$ cat config.mk
export PLATFORM = sky130hd
export DESIGN_NAME = irqf_capture
export DESIGN_NICKNAME = d
export VERILOG_FILES = /design/src/rtl/irqf_pkg.sv /design/src/rtl/irqf_line_qual.sv /design/src/rtl/irqf_prio_enc.sv /design/src/rtl/irqf_ack_seq.sv /design/src/rtl/irqf_capture.sv
export SDC_FILE = /design/constraint.sdc
export NUM_CORES = 1
export LEC_CHECK = 0
export ABC_AREA = 0
export BUFFER_PORTS_ARGS = -buffer_cell sky130_fd_sc_hd__buf_2
export CORE_MARGIN = 4
export CORE_UTILIZATION = 50
export DETAILED_ROUTE_END_ITERATION = 16
export PLACE_DENSITY = 0.76
export SLEW_MARGIN = 15
export SYNTH_ARGS = -nofsm -noshare
export SYNTH_HDL_FRONTEND = slang
export SYNTH_SLANG_ARGS = --single-unit
$ cat constraint.sdc
create_clock -name clk -period 2.3 [get_ports clk]
set_input_delay 0.46 -clock clk [delete_from_list [all_inputs] [get_ports clk]]
set_output_delay 0.46 -clock clk [all_outputs]
set_load 0.005 [all_outputs]
$ cat src/rtl/irqf_pkg.sv
package irqf_pkg;
   typedef enum logic {
      TRIG_EDGE  = 1'b0,
      TRIG_LEVEL = 1'b1
   } trig_mode_e;

   function automatic int unsigned idx_bits(int unsigned n);
      return (n <= 1) ? 1 : $clog2(n);
   endfunction
endpackage

$ cat src/rtl/irqf_line_qual.sv
module irqf_line_qual
   import irqf_pkg::*;
(
   input  logic clk,
   input  logic rst_n,
   input  logic line_i,
   input  logic mode_i,
   input  logic clr_i,
   output logic qual_o
);
   logic line_q;
   logic seen_q;
   logic edge_qual;

   // seen_q remembers a rise since the line was last low; an acknowledge
   // clears it and only a return to low can re-arm the detector
   always_ff @(posedge clk) begin
      if (!rst_n) begin
         line_q <= 1'b0;
         seen_q <= 1'b0;
      end else begin
         line_q <= line_i;
         if (line_i)
            seen_q <= (seen_q | ~line_q) & ~clr_i;
         else
            seen_q <= 1'b0;
      end
   end

   assign edge_qual = line_i & (seen_q | ~line_q);
   assign qual_o    = (trig_mode_e'(mode_i) == TRIG_LEVEL) ? line_i : edge_qual;

   // an acknowledged edge line stays quiet while it is held high
   p_edge_rearm_r8: assert property (@(posedge clk) disable iff (!rst_n)
      (clr_i && line_i && !mode_i) |=> (!line_i || mode_i || !qual_o));
endmodule

$ cat src/rtl/irqf_prio_enc.sv
module irqf_prio_enc #(
   parameter int unsigned WIDTH = 8,
   parameter int unsigned IW    = 3
) (
   input  logic [WIDTH-1:0] req_i,
   output logic [WIDTH-1:0] grant_o,
   output logic [IW-1:0]    idx_o,
   output logic             any_o
);
   logic [WIDTH:0] taken;

   assign taken[0] = 1'b0;

   for (genvar g = 0; g < WIDTH; g++) begin : g_chain
      assign grant_o[g]  = req_i[g] & ~taken[g];
      assign taken[g+1]  = taken[g] | req_i[g];
   end

   assign any_o = taken[WIDTH];

   always_comb begin
      idx_o = '0;
      for (int i = WIDTH - 1; i >= 0; i--) begin
         if (grant_o[i]) idx_o = IW'(i);
      end
   end

   // at most one line wins
   always_comb begin
      p_grant_onehot_r7: assert ($onehot0(grant_o));
   end
endmodule

$ cat src/rtl/irqf_ack_seq.sv
module irqf_ack_seq (
   input  logic clk,
   input  logic rst_n,
   input  logic ack_n_i,
   input  logic ack_last_i,
   output logic first_fall_o,
   output logic freeze_o
);
   logic ack_q;
   logic freeze_q;
   logic end_rise;

   always_ff @(posedge clk) begin
      if (!rst_n) begin
         ack_q    <= 1'b1;
         freeze_q <= 1'b0;
      end else begin
         ack_q <= ack_n_i;
         if (first_fall_o)
            freeze_q <= 1'b1;
         else if (end_rise)
            freeze_q <= 1'b0;
      end
   end

   assign first_fall_o = ack_q & ~ack_n_i & ~freeze_q;
   assign end_rise     = ~ack_q & ack_n_i & ack_last_i & freeze_q;
   assign freeze_o     = freeze_q;

   // freeze only opens after a low strobe was sampled
   p_freeze_entry_r6: assert property (@(posedge clk) disable iff (!rst_n)
      $rose(freeze_o) |-> !$past(ack_n_i));
   // inside freeze a new falling strobe is never a first fall
   p_no_refall_r11: assert property (@(posedge clk) disable iff (!rst_n)
      (freeze_o && $past(freeze_o) && !ack_n_i) |-> !first_fall_o);
endmodule

$ cat src/rtl/irqf_capture.sv
module irqf_capture #(
   parameter int unsigned NUM_LINES = 8,
   localparam int unsigned IDX_W = irqf_pkg::idx_bits(NUM_LINES)
) (
   input  logic                 clk,
   input  logic                 rst_n,
   input  logic [NUM_LINES-1:0] irq_i,
   input  logic [NUM_LINES-1:0] level_mode_i,
   input  logic                 ack_n_i,
   input  logic                 ack_last_i,
   output logic [NUM_LINES-1:0] pending_o,
   output logic                 req_o,
   output logic [IDX_W-1:0]     ack_idx_o,
   output logic                 spurious_o
);
   localparam logic [IDX_W-1:0] SPUR_IDX = IDX_W'(NUM_LINES - 1);

   initial begin
      if (NUM_LINES < 2 || NUM_LINES > 32)
         $fatal(1, "irqf_capture: NUM_LINES out of range");
   end

   logic [NUM_LINES-1:0] qual;
   logic [NUM_LINES-1:0] grant;
   logic [NUM_LINES-1:0] clr_vec;
   logic [NUM_LINES-1:0] frz_vec;
   logic [IDX_W-1:0]     win_idx;
   logic [IDX_W-1:0]     idx_q;
   logic                 any_req;
   logic                 first_fall;
   logic                 freeze;
   logic                 spur_q;

   assign clr_vec = grant & {NUM_LINES{first_fall}};

   for (genvar g = 0; g < NUM_LINES; g++) begin : g_line
      irqf_line_qual u_qual (
         .clk    (clk),
         .rst_n  (rst_n),
         .line_i (irq_i[g]),
         .mode_i (level_mode_i[g]),
         .clr_i  (clr_vec[g]),
         .qual_o (qual[g])
      );
   end

   irqf_prio_enc #(
      .WIDTH (NUM_LINES),
      .IW    (IDX_W)
   ) u_prio (
      .req_i   (qual),
      .grant_o (grant),
      .idx_o   (win_idx),
      .any_o   (any_req)
   );

   irqf_ack_seq u_ack (
      .clk          (clk),
      .rst_n        (rst_n),
      .ack_n_i      (ack_n_i),
      .ack_last_i   (ack_last_i),
      .first_fall_o (first_fall),
      .freeze_o     (freeze)
   );

   always_ff @(posedge clk) begin
      if (!rst_n) begin
         frz_vec <= '0;
         idx_q   <= '0;
         spur_q  <= 1'b0;
      end else begin
         spur_q <= 1'b0;
         if (first_fall) begin
            frz_vec <= qual & ~grant;
            idx_q   <= any_req ? win_idx : SPUR_IDX;
            spur_q  <= ~any_req;
         end
      end
   end

   assign pending_o  = freeze ? frz_vec : qual;
   assign req_o      = (|pending_o) & ~freeze;
   assign ack_idx_o  = idx_q;
   assign spurious_o = spur_q;

   // the frozen vector does not move
   p_freeze_hold_r6: assert property (@(posedge clk) disable iff (!rst_n)
      (freeze && $past(freeze)) |-> $stable(pending_o));
   // exactly one bit leaves the vector at a real acknowledge
   p_single_clear_r7: assert property (@(posedge clk) disable iff (!rst_n)
      ($rose(freeze) && !spurious_o) |->
         ($countones(pending_o) + 1 == $countones($past(qual))));
   // a spurious acknowledge reports the last index
   p_spur_idx_r10: assert property (@(posedge clk) disable iff (!rst_n)
      spurious_o |-> (ack_idx_o == SPUR_IDX));
   // the spurious flag lasts one cycle
   p_spur_pulse_r10: assert property (@(posedge clk) disable iff (!rst_n)
      spurious_o |=> !spurious_o);
endmodule

# [Word-level counts from Yosys, hierarchy flattened]
# Index checks and enable logic that the tools add are counted.
[classes] addsub=0 mul=0 div=0 n_lt_le_gt_ge=0 eq_ne=0 n_shift=0 n_mux=20 bitwise_logic=74 reduce_logical=11
[op_table] op="$and A1 B1 Y1" n=29
[op_table] op="$mux W3" n=9
[op_table] op="$not A1 Y1" n=27
[op_table] op="$reduce_and A2 Y1" n=9
[op_table] op="$and A8 B8 Y8" n=2
[op_table] op="$or A1 B1 Y1" n=15
[op_table] op="$mux W1" n=10
[op_table] op="$mux W8" n=1
[op_table] op="$not A8 Y8" n=1
[op_table] op="$reduce_or A8 Y1" n=1
[op_table] op="$reduce_bool A2 Y1" n=1
[totals] regBits=30 latchBits=0 mem_bits_rw=0 rom_bits=0 input_bits=20 output_inout_bits=13 n_memories=0

# [Logic depth before layout (Yosys ltp)]
# Gate-level depths: netlist (run 1).
[depth] word_depth=21 depth_mapped=6 mapped_depth_nobuf=4

# [Hierarchy]
# From an unflattened synthesis (run 1), not the netlist that was laid out.
[unflattened] cells_unflattened=153 area_unflattened_um2=1483.9
[by_module_without_submodules] mod="irqf_capture" n_inst=1 cells_per_inst=67 area_each_um2=686.9 seq_area_each_um2=240.2
[by_module_without_submodules] mod="irqf_line_qual" n_inst=8 cells_per_inst=7 area_each_um2=72.6 seq_area_each_um2=40.0
[by_module_without_submodules] mod="irqf_prio_enc" n_inst=1 cells_per_inst=23 area_each_um2=142.6 seq_area_each_um2=0.0
[by_module_without_submodules] mod="irqf_ack_seq" n_inst=1 cells_per_inst=7 area_each_um2=73.8 seq_area_each_um2=40.0

# [Worst setup path after synthesis (run 1)]
# Ideal clock, no wire load.
[synth_path] path_kind="input port to output port" startpoint="input level_mode_i[0]" endpoint="output req_o" t_arrival_ns=1.417 required_ns=1.840 setup_slack_ns=0.423 cell_stages=4 path_buffers=0 path_cell_list="or3b_2 > nand2_1 > nor4b_1 > a21oi_1"
[synth_via] elab_chain_cells=4
[synth_rtl] item="start: declaration" line="irqf_capture.sv:8" source="input logic [NUM_LINES-1:0] level_mode_i,"
[synth_rtl] item="$mux W1" line="irqf_line_qual.sv:31" source="assign qual_o = (trig_mode_e'(mode_i) == TRIG_LEVEL) ? line_i : edge_qual;"
[synth_rtl] item="$mux W8" line="irqf_capture.sv:81" source="assign pending_o = freeze ? frz_vec : qual;"
[synth_rtl] item="$reduce_or A8 Y1" line="irqf_capture.sv:82" source="assign req_o = (|pending_o) & ~freeze;"
[synth_rtl] item="$and A1 B1 Y1" line="irqf_capture.sv:82"
[synth_rtl] item="end: declaration" line="irqf_capture.sv:12" source="output logic req_o,"
# No other way between the ends.

# [Final worst setup path (run 1)]
[layout_path] startpoint="register g_line[0].u_qual.line_q" endpoint="output req_o"
[layout_via] elab_chain_cells=7
[layout_rtl] item="start: declaration" line="irqf_line_qual.sv:11" source="logic line_q;"
[layout_rtl] item="start signal: assignment" line="irqf_line_qual.sv:22" source="line_q <= line_i;"
[layout_rtl] item="$not A1 Y1" line="irqf_line_qual.sv:30" source="assign edge_qual = line_i & (seen_q | ~line_q);"
[layout_rtl] item="$or A1 B1 Y1" line="irqf_line_qual.sv:30"
[layout_rtl] item="$and A1 B1 Y1" line="irqf_line_qual.sv:30"
[layout_rtl] item="$mux W1" line="irqf_line_qual.sv:31"
[layout_rtl] item="$mux W8" line="irqf_capture.sv:81"
[layout_rtl] item="$reduce_or A8 Y1" line="irqf_capture.sv:82"
[layout_rtl] item="$and A1 B1 Y1" line="irqf_capture.sv:82"
# No other way between the ends.

==> results of run 1 <==
## sequential cells by signal (all words and copies together) (netlist names)
register / cells
ack_idx_o: 3
frz_vec: 7
g_line.u_qual.line_q: 8
g_line.u_qual.seen_q: 8
spurious_o: 1
u_ack.ack_q: 1
u_ack.freeze_o: 1
## worst max path at each step
stage | end | depth (start not counted) | from
floorplan | req_o | 4 | level_mode_i[0]
global placement | req_o | 6 | level_mode_i[1]
detailed placement | req_o | 6 | level_mode_i[1]
CTS | req_o | 5 | g_line[0].u_qual.line_q$_SDFF_PN0_
global route | req_o | 5 | g_line[1].u_qual.line_q$_SDFF_PN0_
finish | req_o | 5 | g_line[0].u_qual.line_q$_SDFF_PN0_
## per-layer routing
layer,track usage [%],vias to the layer above,part of all wire [%]
met5,0,-,0
met4,12.3,0,1.2
met3,7.56,5,8.9
met2,28.5,62,46
met1,26.5,580,44
li1,-,650,-
## placed cells by master (no fill, tap or decap), drive strengths merged, types with 2 or more instances in the layout
cell type	netlist	layout
a2111oi	2	2
a21oi	13	13
a22oi	2	2
a311o	2	2
a31oi	2	2
and2	2	2
and3	3	3
buf	2	39
clkbuf	3	7
dfxtp	29	29
inv	12	12
nand2	24	24
nand2b	4	4
nor2	9	9
nor2b	2	2
nor3b	7	7
o21ai	6	6
o22ai	2	2
o31ai	7	7
or3b	7	7
## cells by family after synthesis
group	count (synthesis)	synth area share, %
buffers and inverters	18	5.69
AOI/OAI and AO/OA	45	24.7
DFF	29	43.3
and+or+nand+nor	64	26.3
## power groups by stage
stage               registers [mW]  clock network, mW  logic (mW)
floorplan                    0.551                  0       0.104
CTS                          0.549              0.323       0.170
global placement             0.558                  0       0.164
detailed placement           0.560                  0       0.167
finish                       0.550              0.315       0.174
global route                 0.554              0.350       0.194
## final cells by class
type                    count  share of cell area, %
flip-flops and latches     29                   35.5
multi-input cells         109                   42.9
inverters                  13                   2.97
well taps                  30                   2.29
clock buffers               7                   3.36
repair buffers             39                   13.0
## timing repair
item,4_1_cts,5_1_grt
gates cloned,0,0
buffers inserted,0,0
setup endpoints to repair,1,1
hold buffers,0,0
gates resized for setup,3,1
## critical path: cells and delay by family, from the launching register on
kind                   cells  cell delay, ns
and+or+nand+nor            3            0.81
DFF                        1            0.35
buffers and inverters      1            0.13
AOI/OAI and AO/OA          1            0.10
## per-stage QoR
step	total power, mW	instances
after floorplan	0.655	156
after global placement	0.722	220
after detailed placement	0.728	220
after CTS	1.04	227
after global routing	1.10	227
final	1.04	227
==> summary.txt, run 1 <==
I/O pins -> 33
setup violators final -> 0
Hold EP -> u_ack.ack_q$_SDFF_PN1_
I/O Buffers -> 32
Die Ht -> 59.8 um
Worst Setup End Kind -> primary output
CP Class -> reg -> out
antenna-violating nets left -> 0
Slew Limit Fails -> 0
Internal -> 0.753 mW
DRC marker count from the first detailed-route iteration -> 71
antenna violations before repair -> 0
Ant. Diodes -> 0
Post-synth ARST share -> 0%
CTS H-tree lvls -> 2
DR DRC count -> 0
Main synth FF type -> dfxtp_1
Hold Path Class -> in -> reg
post-route cell area -> 1640 um2
max-cap viol count -> 0
relative slew slack -> 62.7%
Final Wtd Congestion -> 0.851
worst stage delay on the critical path -> 0.46 ns
status -> finished, final reports clean
Yosys top cell area share -> 43.3%
DRT Pass-1 Iters -> 8
worst-case clock buffer depth -> 2
RSZ-0062 raised after global routing -> no
CP max FO -> 2
sequential share of power -> 52.9%
P_sw -> 0.286 mW
Worst-Margin Slew -> 0.555 ns
reg2reg setup slack -> 0.43 ns
hold slack -> 0.357 ns
DP Wirelength -> 2450 um
Synth-to-Final Area Change -> 22.3%
Clk Tree Root Cell -> clkbuf_4
DR vias/cell -> 5.71
Synth area leaders -> dfxtp_1 43%, nand2_1 6.7%, a21oi_1 4.9%
gr usage total -> 20.4%
Multi-input gate area -> 704 um2
clock power share -> 30.3%
Worst Skew -> 0.00640 ns
Tcrit/Tclk final -> 94.9%
critical path data arrival time -> 1.72 ns
R2R Path Start -> g_line[0].u_qual.line_q$_SDFF_PN0_
number of global-route vias before repair -> 1292
core area -> 2520 um2
reg2reg end -> spurious_o$_SDFF_PN0_
register area share after synthesis -> 43.3%
post-synth net total -> 176
post-synth top area cell -> dfxtp_1
Clock Sinks -> 29
starting density of the core -> 53.2%
Fmax -> 458 MHz
grt total ovfl -> 0
wire length of the first global-routing pass -> 5420 um
worst-path cell chain -> or3b_2 -> nand2_1 -> nor4b_4 -> a21oi_1 -> buf_2
final setup margin -> 0.118 ns
DP Area -> 1560 um2
Clk Latency, worst-skew pair -> 0.33 ns
CTS buffer count -> 5
Avg WL per Cell -> 14.5 um
FP Rows -> 18
final-layout fill cell count -> 224
fin util -> 65.0%
R2R depth -> 5
Worst Hold Depth -> 2
TNS Setup -> 0 ns
Logic pwr share -> 16.7%
final WL -> 3280 um
Cells after Synth -> 156
Cell Area, Synth -> 1340 um2
Yosys cell types -> 38
Clock Pin Slew Worst Setup and Hold Paths -> 0.09 ns
yosys warns -> 0
Die Wd -> 59.8 um
Final #Nets -> 217
PwrDens -> 633 nW/um2
Net Sw Frac -> 27.5%
commonest cells in the synthesized netlist -> 29 x dfxtp_1, 24 x nand2_1, 13 x a21oi_1
Setup WS pre-CTS -> 0.0502 ns
FF+latch area -> 582 um2
syn_area_per_cell -> 8.60 um2
slowest cell on the critical path -> or3b_2
Hold Violations, Final -> 0
worst hold start -> ack_n_i
CTS tree -> yes
Die Area -> 3580 um2
dominant cell by count in the synthesized netlist -> dfxtp_1
Pleak -> 0.705 nW
Post-synth EDFFs -> 0
Data required, critical path -> 1.84 ns
VDD IR max -> 0.505 mV
number of synthesized register bits -> 29
crit path time final -> 2.18 ns
Setup crit start kind -> register
Vias -> 1297
share of layout cells above drive strength 1 -> 28.9%
largest net degree at the start of global routing -> 19
(Power assumes the default switching activity.)
==> run 2, diff against run 1 <==
Settings changed: CORE_UTILIZATION 50 to 25, CTS_CLUSTER_DIAMETER set to 150, PLACE_DENSITY 0.76 to 0.44.
==> summary.txt, run 2 (synthesized netlist as in run 1, its figures left out) <==
number of global-route vias before repair -> 1294
R2R Path Start -> g_line[0].u_qual.line_q$_SDFF_PN0_
Worst Setup End Kind -> primary output
antenna-violating nets left -> 0
share of layout cells above drive strength 1 -> 28.6%
Tcrit/Tclk final -> 94.2%
crit path time final -> 2.17 ns
Clk Latency, worst-skew pair -> 0.28 ns
I/O pins -> 33
I/O Buffers -> 32
reg2reg setup slack -> 0.46 ns
relative slew slack -> 67.7%
Avg WL per Cell -> 14.2 um
Post-CTS Setup Repair Bufs -> 0
commonest non-fill, non-tap cell in the layout -> buf_2
CP startpoint -> g_line[0].u_qual.line_q$_SDFF_PN0_
starting density of the core -> 26.1%
CTS tree -> yes
worst-case clock buffer depth -> 2
Worst Skew -> 0.00121 ns
fin util -> 33.3%
DRT Pass-1 Iters -> 5
core area -> 5140 um2
Setup WS pre-CTS -> 0.00555 ns
grt total ovfl -> 0
antenna violations before repair -> 0
CTS H-tree lvls -> 2
Die Ht -> 81.2 um
Pwr Total -> 1.14 mW
wire length of the first global-routing pass -> 6060 um
CP Class -> reg -> out
Hold Path Class -> in -> reg
critical path data arrival time -> 1.71 ns
max-cap viol count -> 0
Final #Nets -> 218
Slew Limit Fails -> 0
Synth-to-Final Area Change -> 27.8%
Hold Violations, Final -> 0
final WL -> 3820 um
largest net degree at the start of global routing -> 19
Worst-Margin Slew -> 0.480 ns
CP max FO -> 2
status -> finished, final reports clean
Final Wtd Congestion -> 0.769
placed insts -> 261
CTS buffer count -> 5
Fmax -> 462 MHz
DR vias/cell -> 4.82
Die Wd -> 81.2 um
Pleak -> 0.713 nW
Vias -> 1296
setup violators final -> 0
Ant. Diodes -> 0
Die Area -> 6600 um2
Clk Tree Root Cell -> clkbuf_8
non-filler cells, final -> 269
VDD IR max -> 0.209 mV
TNS Setup -> 0 ns
Data required, critical path -> 1.84 ns
worst hold start -> ack_n_i
DRC marker count from the first detailed-route iteration -> 77
Setup crit start kind -> register
final setup margin -> 0.134 ns
Clock Sinks -> 29
DR DRC count -> 0
most frequent cells in the layout -> 32 x buf_2, 28 x dfxtp_1, 24 x nand2_1
gr usage total -> 12.2%
largest registers -> g_line.u_qual.line_q x8, g_line.u_qual.seen_q x8, frz_vec x7
PwrDens -> 663 nW/um2
Clock Pin Slew Worst Setup and Hold Paths -> 0.06 ns
DP Wirelength -> 2810 um
FP Rows -> 26
RSZ-0062 raised after global routing -> no
==> run 2: cell types whose count changed in the layout (fill, tap and decap cells not counted) <==
cell / before / now
nor4b_2: 0 / 1
buf_4: 7 / 8
clkbuf_4: 5 / 0
nor4b_4: 1 / 0
clkbuf_8: 1 / 5
clkbuf_1: 1 / 3
==> run 2: critical path, cell delays in order, from the launching register on <==
cell and delay, ns:
dfxtp_1 0.33, or3b_2 0.46, nand2_1 0.10, nor4b_2 0.28, a21oi_1 0.11, buf_2 0.14
==> run 2: path summary, 6_finish.rpt <==
| path | to | cells after the start |
|---|---|---|
| worst max-delay path | req_o | 5 |
| worst min-delay path | u_ack.ack_q$_SDFF_PN1_ | 2 |
| worst max register to register | spurious_o$_SDFF_PN0_ | 5 |
| worst min register to register | frz_vec[5]$_SDFFE_PN0P_ | 2 |
==> run 2: metrics by stage <==
| stage | instance area, um2 | hold slack [ns] |
|---|---|---|
| after global placement | 1620 | 0.439 |
| after CTS | 1710 | 0.403 |
| after floorplan | 1340 | 0.432 |
| after detailed placement | 1620 | 0.445 |
| after global routing | 1710 | 0.421 |
| final | 1710 | 0.405 |
==> run 2: cell type report <==
| type | count | area, um2 |
|---|---|---|
| Sequential cell | 29 | 582 |
| Inverter | 13 | 48.8 |
| Tap cell | 70 | 87.6 |
| Multi-Input combinational cell | 109 | 696 |
| Fill cell | 586 | 3430 |
| Clock buffer | 8 | 80.1 |
| Timing Repair Buffer | 40 | 220 |
==> run 2: power by group <==
| part | leakage [nW] | total, mW | internal [mW] | switching (mW) |
|---|---|---|---|---|
| combinational | 0.434 | 0.177 | 0.0791 | 0.0979 |
| clock | 0.0395 | 0.409 | 0.215 | 0.195 |
| sequential | 0.239 | 0.550 | 0.530 | 0.0197 |
==> run 2: per-layer routing <==
| metal | up-vias | global-route usage, % | share of wire (%) |
|---|---|---|---|
| li1 | 644 | - | - |
| met1 | 608 | 15.5 | 46 |
| met2 | 37 | 19.0 | 45 |
| met3 | 7 | 3.44 | 6.9 |
| met4 | 0 | 6.08 | 1.9 |
| met5 | - | 0 | 0 |
==> run 2: timing repair <==
item                                    CTS  global route
resized for setup                         3             0
hold buffers                              0             0
endpoints found under the setup margin    1             0
